--- src/rtl/osc_stab_pkg.sv ---
package osc_stab_pkg;
  localparam int NUM_OSC = 3;
  localparam int IDX_EXT  = 0;
  localparam int IDX_SLOW = 1;
  localparam int IDX_INT  = 2;
  localparam int RSV_BIT  = 3;

  // wait length: largest code gives the base, each lower code doubles it
  function automatic int unsigned wait_len(input int unsigned base, input logic [1:0] code);
    return base << (2'd3 - code);
  endfunction
endpackage

--- src/rtl/osc_ctl_reg.sv ---
module osc_ctl_reg
  import osc_stab_pkg::*;
(
  input  logic               clk,
  input  logic               rst,
  input  logic               wr_en,
  input  logic [7:0]         wr_data,
  input  logic [NUM_OSC-1:0] in_use,
  output logic [NUM_OSC-1:0] en,
  output logic [1:0]         int_code,
  output logic [1:0]         ext_code,
  output logic [NUM_OSC-1:0] start
);
  logic [NUM_OSC-1:0] en_next;

  always_comb begin
    en_next = wr_data[NUM_OSC-1:0] | (en & in_use);
    start   = wr_en ? (en_next & ~en) : '0;
  end

  always_ff @(posedge clk) begin
    if (rst) begin
      en       <= 3'b100;
      int_code <= 2'd0;
      ext_code <= 2'd0;
    end else if (wr_en) begin
      en       <= en_next;
      int_code <= wr_data[7:6];
      ext_code <= wr_data[5:4];
    end
  end
endmodule

--- src/rtl/osc_stab_timer.sv ---
module osc_stab_timer #(
  parameter int CW      = 11,
  parameter int RST_LEN = 64
) (
  input  logic          clk,
  input  logic          rst,
  input  logic          start,
  input  logic          en,
  input  logic          tick,
  input  logic [CW-1:0] len,
  output logic          ready
);
  logic [CW-1:0] cnt;
  logic [CW-1:0] lim;
  logic          rdy_q;

  always_ff @(posedge clk) begin
    if (rst) begin
      cnt   <= '0;
      lim   <= CW'(RST_LEN);
      rdy_q <= 1'b0;
    end else if (start) begin
      cnt   <= '0;
      lim   <= len;
      rdy_q <= 1'b0;
    end else if (!en) begin
      cnt   <= '0;
      rdy_q <= 1'b0;
    end else if (tick && !rdy_q) begin
      cnt <= cnt + 1'b1;
      if (cnt + 1'b1 == lim) rdy_q <= 1'b1;
    end
  end

  assign ready = rdy_q & en;
endmodule

--- src/rtl/osc_stab_ctl.sv ---
module osc_stab_ctl
  import osc_stab_pkg::*;
#(
  parameter int INT_BASE  = 8,
  parameter int EXT_BASE  = 128,
  parameter int SLOW_WAIT = 256
) (
  input  logic       clk,
  input  logic       rst,
  input  logic       wr_en,
  input  logic [7:0] wr_data,
  input  logic       rd_en,
  input  logic [2:0] in_use,
  input  logic [2:0] tick,
  output logic [2:0] osc_en,
  output logic [2:0] osc_ready,
  output logic [7:0] rd_data
);
  localparam int MAX_A   = (INT_BASE * 8 > EXT_BASE * 8) ? INT_BASE * 8 : EXT_BASE * 8;
  localparam int MAX_LEN = (MAX_A > SLOW_WAIT) ? MAX_A : SLOW_WAIT;
  localparam int CW      = $clog2(MAX_LEN) + 1;

  logic [1:0]         int_code, ext_code;
  logic [NUM_OSC-1:0] start;
  logic [CW-1:0]      len [NUM_OSC];

  osc_ctl_reg u_reg (
    .clk(clk), .rst(rst), .wr_en(wr_en), .wr_data(wr_data), .in_use(in_use),
    .en(osc_en), .int_code(int_code), .ext_code(ext_code), .start(start)
  );

  always_comb begin
    len[IDX_INT]  = CW'(wait_len(INT_BASE, wr_data[7:6]));
    len[IDX_EXT]  = CW'(wait_len(EXT_BASE, wr_data[5:4]));
    len[IDX_SLOW] = CW'(SLOW_WAIT);
  end

  for (genvar g = 0; g < NUM_OSC; g++) begin : g_tmr
    localparam int RL = (g == IDX_INT) ? INT_BASE * 8 :
                        (g == IDX_EXT) ? EXT_BASE * 8 : SLOW_WAIT;
    osc_stab_timer #(.CW(CW), .RST_LEN(RL)) u_tmr (
      .clk(clk), .rst(rst), .start(start[g]), .en(osc_en[g]),
      .tick(tick[g]), .len(len[g]), .ready(osc_ready[g])
    );
  end

  always_ff @(posedge clk) begin
    if (rst) rd_data <= '0;
    else if (rd_en) rd_data <= {int_code, ext_code, 1'b0, osc_en};
  end
endmodule

--- config.mk ---
export PLATFORM = sky130hd
export DESIGN_NAME = osc_stab_ctl
export DESIGN_NICKNAME = d
export VERILOG_FILES = /design/src/rtl/osc_stab_pkg.sv /design/src/rtl/osc_ctl_reg.sv /design/src/rtl/osc_stab_timer.sv /design/src/rtl/osc_stab_ctl.sv
export SDC_FILE = /design/constraint.sdc
export NUM_CORES = 1
export LEC_CHECK = 0
export ABC_AREA = 1
export CORE_ASPECT_RATIO = 0.7
export CORE_MARGIN = 5
export CORE_UTILIZATION = 61
export CTS_CLUSTER_SIZE = 24
export DETAILED_ROUTE_END_ITERATION = 7
export GPL_TIMING_DRIVEN = 1
export PLACE_DENSITY = 0.95
export SYNTH_ARGS = -nofsm -noshare
export SYNTH_HDL_FRONTEND = slang
export SYNTH_SLANG_ARGS = --single-unit
--- constraint.sdc ---
create_clock -name clk -period 2.04 [get_ports clk]
set_input_delay 0.51 -clock clk [delete_from_list [all_inputs] [get_ports clk]]
set_output_delay 0.51 -clock clk [all_outputs]
set_load 0.02 [all_outputs]
==> flow_summary.yaml <==
place:
  gp_congestion: 0.889
  dp_hpwl_mm: 5.45
  dp_cells: 565
  io_buffers: 29
clock_network:
  cts_root_buffer: "clkbuf_8"
  cts_tree: "built"
  postCtsHoldBufs: 0
  cts_setup_buffers: 0
  h-tree-depth: 3
  insertion_delay_ps: 350
  path_clk_slew_ps: 70
  cts_made_buffers: 9
  cts.sinks: 58
  cts.path.max_buffers: 2
finish:
  fin_nets: 529
  n_fill_cell: 354
  final-seq-area_mm2: 0.00116
  antenna_cells: 0
  post_route_cells_drive_above_1_share_pct: 8.40
  stdcell_count: 581
  area_growth_syn_to_layout_pct: 17.6
  multi_input_area_mm2: 0.00153
die:
  start_util_pct: 63.9
  core-area_mm2: 0.00486
  ios: 32
  num_rows: 21
  dieWidth_um: 95.3
  dieArea_mm2: 0.00664
  die_h_um: 69.7
route:
  via_per_inst: 5.44
  vias: 3158
  drc: 0
  dr.pass1.iters: 5
  drt_iter0_drc: 252
  wirelength_mm: 7.47
  postRouteAntennaNets: 0
  wl_per_cell_um: 12.8
global_routing:
  antenna_found_initial: 0
  grt_use_total_pct: 23.6
  grt_max_degree: 15
  grt_pass1_wl_mm: 12.5
  overflow: 0
  grt_pass1_vias: 2856
worst_setup_path:
  crit_fanout: 5
  worst_r2r_endpoint: "g_tmr[2].u_tmr.rdy_q"
  crit_start: "u_reg.en[0]"
  worstSetupEndpointType: "output pin"
  arrival_ps: 1460
  r2r_setup_slack_ps: 220
  start_kind: "flop"
  path_class: "flop to output pin"
  worstPathRequired_ps: 1530
  rr_worst_depth: 11
  r2r_start: "g_tmr[2].u_tmr.cnt[0]"
  crit_end: "osc_en[0]"
timing:
  period_share_pct: 96.7
  fmax_mhz: 507
  tns_ps: 0
  setup_viol: 0
  skew_ps: 7.27
  whs_ps: 479
  maxSlewViolCount: 0
  min_period_ps: 1970
  hold_violations: 0
  rsz0062_at_grt: "false"
yosys:
  synth_ff_type: "dfxtp_1"
  synth.distinct_cells: 30
  yosys_warnings: 0
  synth_top_area_share_pct: 37.4
  synth_seq_cells: 58
  yosys-top-cells-area: "dfxtp_1 37%, inv_1 11%, nand2_1 11%"
  synth_area_mm2: 0.00311
  yosysSeqAreaShare_pct: 37.4
  syn_area_per_cell_um2: 6.58
  syn-instance-count: 472
  yosysTopAreaCell: "dfxtp_1"
  yosys-top-cells-count: "88 x inv_1, 88 x nand2_1, 58 x dfxtp_1"
  synth_nets: 494
  synth_enable_flop_cells: 0
  synthArstFlopShare_pct: 0
power_and_ir_drop:
  p_leak_nw: 1.66
  irDropWorstVdd_mv: 0.581
  p_total_w: 0.00247
  p_per_area_mw_per_mm2: 677
status:
  run_status: "completed"
run:
  maxCapViolCount: 0
hold_path:
  hold_class: "flop to flop"
per-stage QoR:
step | cell area, um2 | setup WS (ps) | util, %
6_report | 3650 | 66.9 | 75.2
3_5_place_dp | 3470 | 84.9 | 71.5
5_1_grt | 3650 | 5.22 | 75.2
2_1_floorplan | 3110 | 644 | -
3_3_place_gp | 3470 | 209 | 71.5
4_1_cts | 3650 | 9.96 | 75.1
where the power goes:
group | internal [W] | switching (W) | leakage, nW
sequential | 0.00118 | 0.0000426 | 0.474
combinational | 0.000122 | 0.000171 | 1.10
clock | 0.000447 | 0.000509 | 0.0858
per-layer routing:
metal	up-vias	track usage [%]	part of all wire, %
met4	0	9.76	1.9
met1	1396	31.0	44
met2	148	34.7	45
met5	-	0	0
met3	20	8.35	9.1
li1	1594	-	-
logic make-up (layout without fill, tap and decap cells):
family	after synthesis	after routing	share of synthesized area [%]
AO/OA/AOI/OAI	99	99	17.8
XOR/XNOR	2	2	0.564
adder cells (fa/ha/maj)	4	4	1.61
buffers and inverters	104	144	13.5
flip-flops	58	58	37.4
other	1	1	0.121
AND/OR/NAND/NOR	204	204	29.0
how the worst min path moves through the flow:
stage | start | to | slack (ps) | depth (start not counted)
3_3_place_gp | g_tmr[1].u_tmr.rdy_q | g_tmr[1].u_tmr.rdy_q | 460 | 2
4_1_cts | g_tmr[0].u_tmr.rdy_q | g_tmr[0].u_tmr.rdy_q | 490 | 2
5_1_grt | g_tmr[0].u_tmr.rdy_q | g_tmr[0].u_tmr.rdy_q | 500 | 2
6_report | u_reg.int_code[0] | rd_data[6] | 480 | 2
3_5_place_dp | u_reg.int_code[0] | rd_data[6] | 470 | 2
2_1_floorplan | g_tmr[1].u_tmr.rdy_q | g_tmr[1].u_tmr.rdy_q | 440 | 2
layout make-up:
cell class              instances  area share, %
inverters                      89           9.14
flip-flops and latches         58           31.8
repair buffers                 39           10.0
well taps                      69           2.36
multi-input cells             310           41.8
clock inverters                 7           1.51
clock buffers                   9           3.39
state kept, by name, indices dropped and copies added, names as in the netlist:
register	flops
g_tmr.u_tmr.lim	8
g_tmr.u_tmr.rdy_q	3
g_tmr.u_tmr.cnt	33
u_reg.ext_code	2
u_reg.en	3
rd_data	7
u_reg.int_code	2
layout by cell type, fill, tap and decap left out, drive strengths merged, types with 2 or more instances in the layout:
| cell type | count |
|---|---|
| buf | 10 |
| a21oi | 37 |
| clkinv | 4 |
| nand4 | 7 |
| ha | 4 |
| nand3b | 2 |
| clkdlybuf4s50 | 29 |
| nor3 | 3 |
| nor2 | 54 |
| xor2 | 2 |
| dfxtp | 58 |
| o211ai | 11 |
| a211oi | 6 |
| nand3 | 48 |
| clkbuf | 9 |
| inv | 90 |
| o21ai | 41 |
| nand2 | 89 |
| clkinvlp | 2 |
what timing repair did:
| action | 4_1_cts | 5_1_grt |
|---|---|---|
| resized for setup | 0 | 1 |
| endpoints found under the hold margin | 0 | 0 |
| setup endpoints to repair | 0 | 1 |
worst max-delay path, cell delays in order, from the launching register on:
cell and delay [ps]:
dfxtp_1 360, buf_4 150, clkdlybuf4s50_1 600
Power figures use the tool's default switching activity.
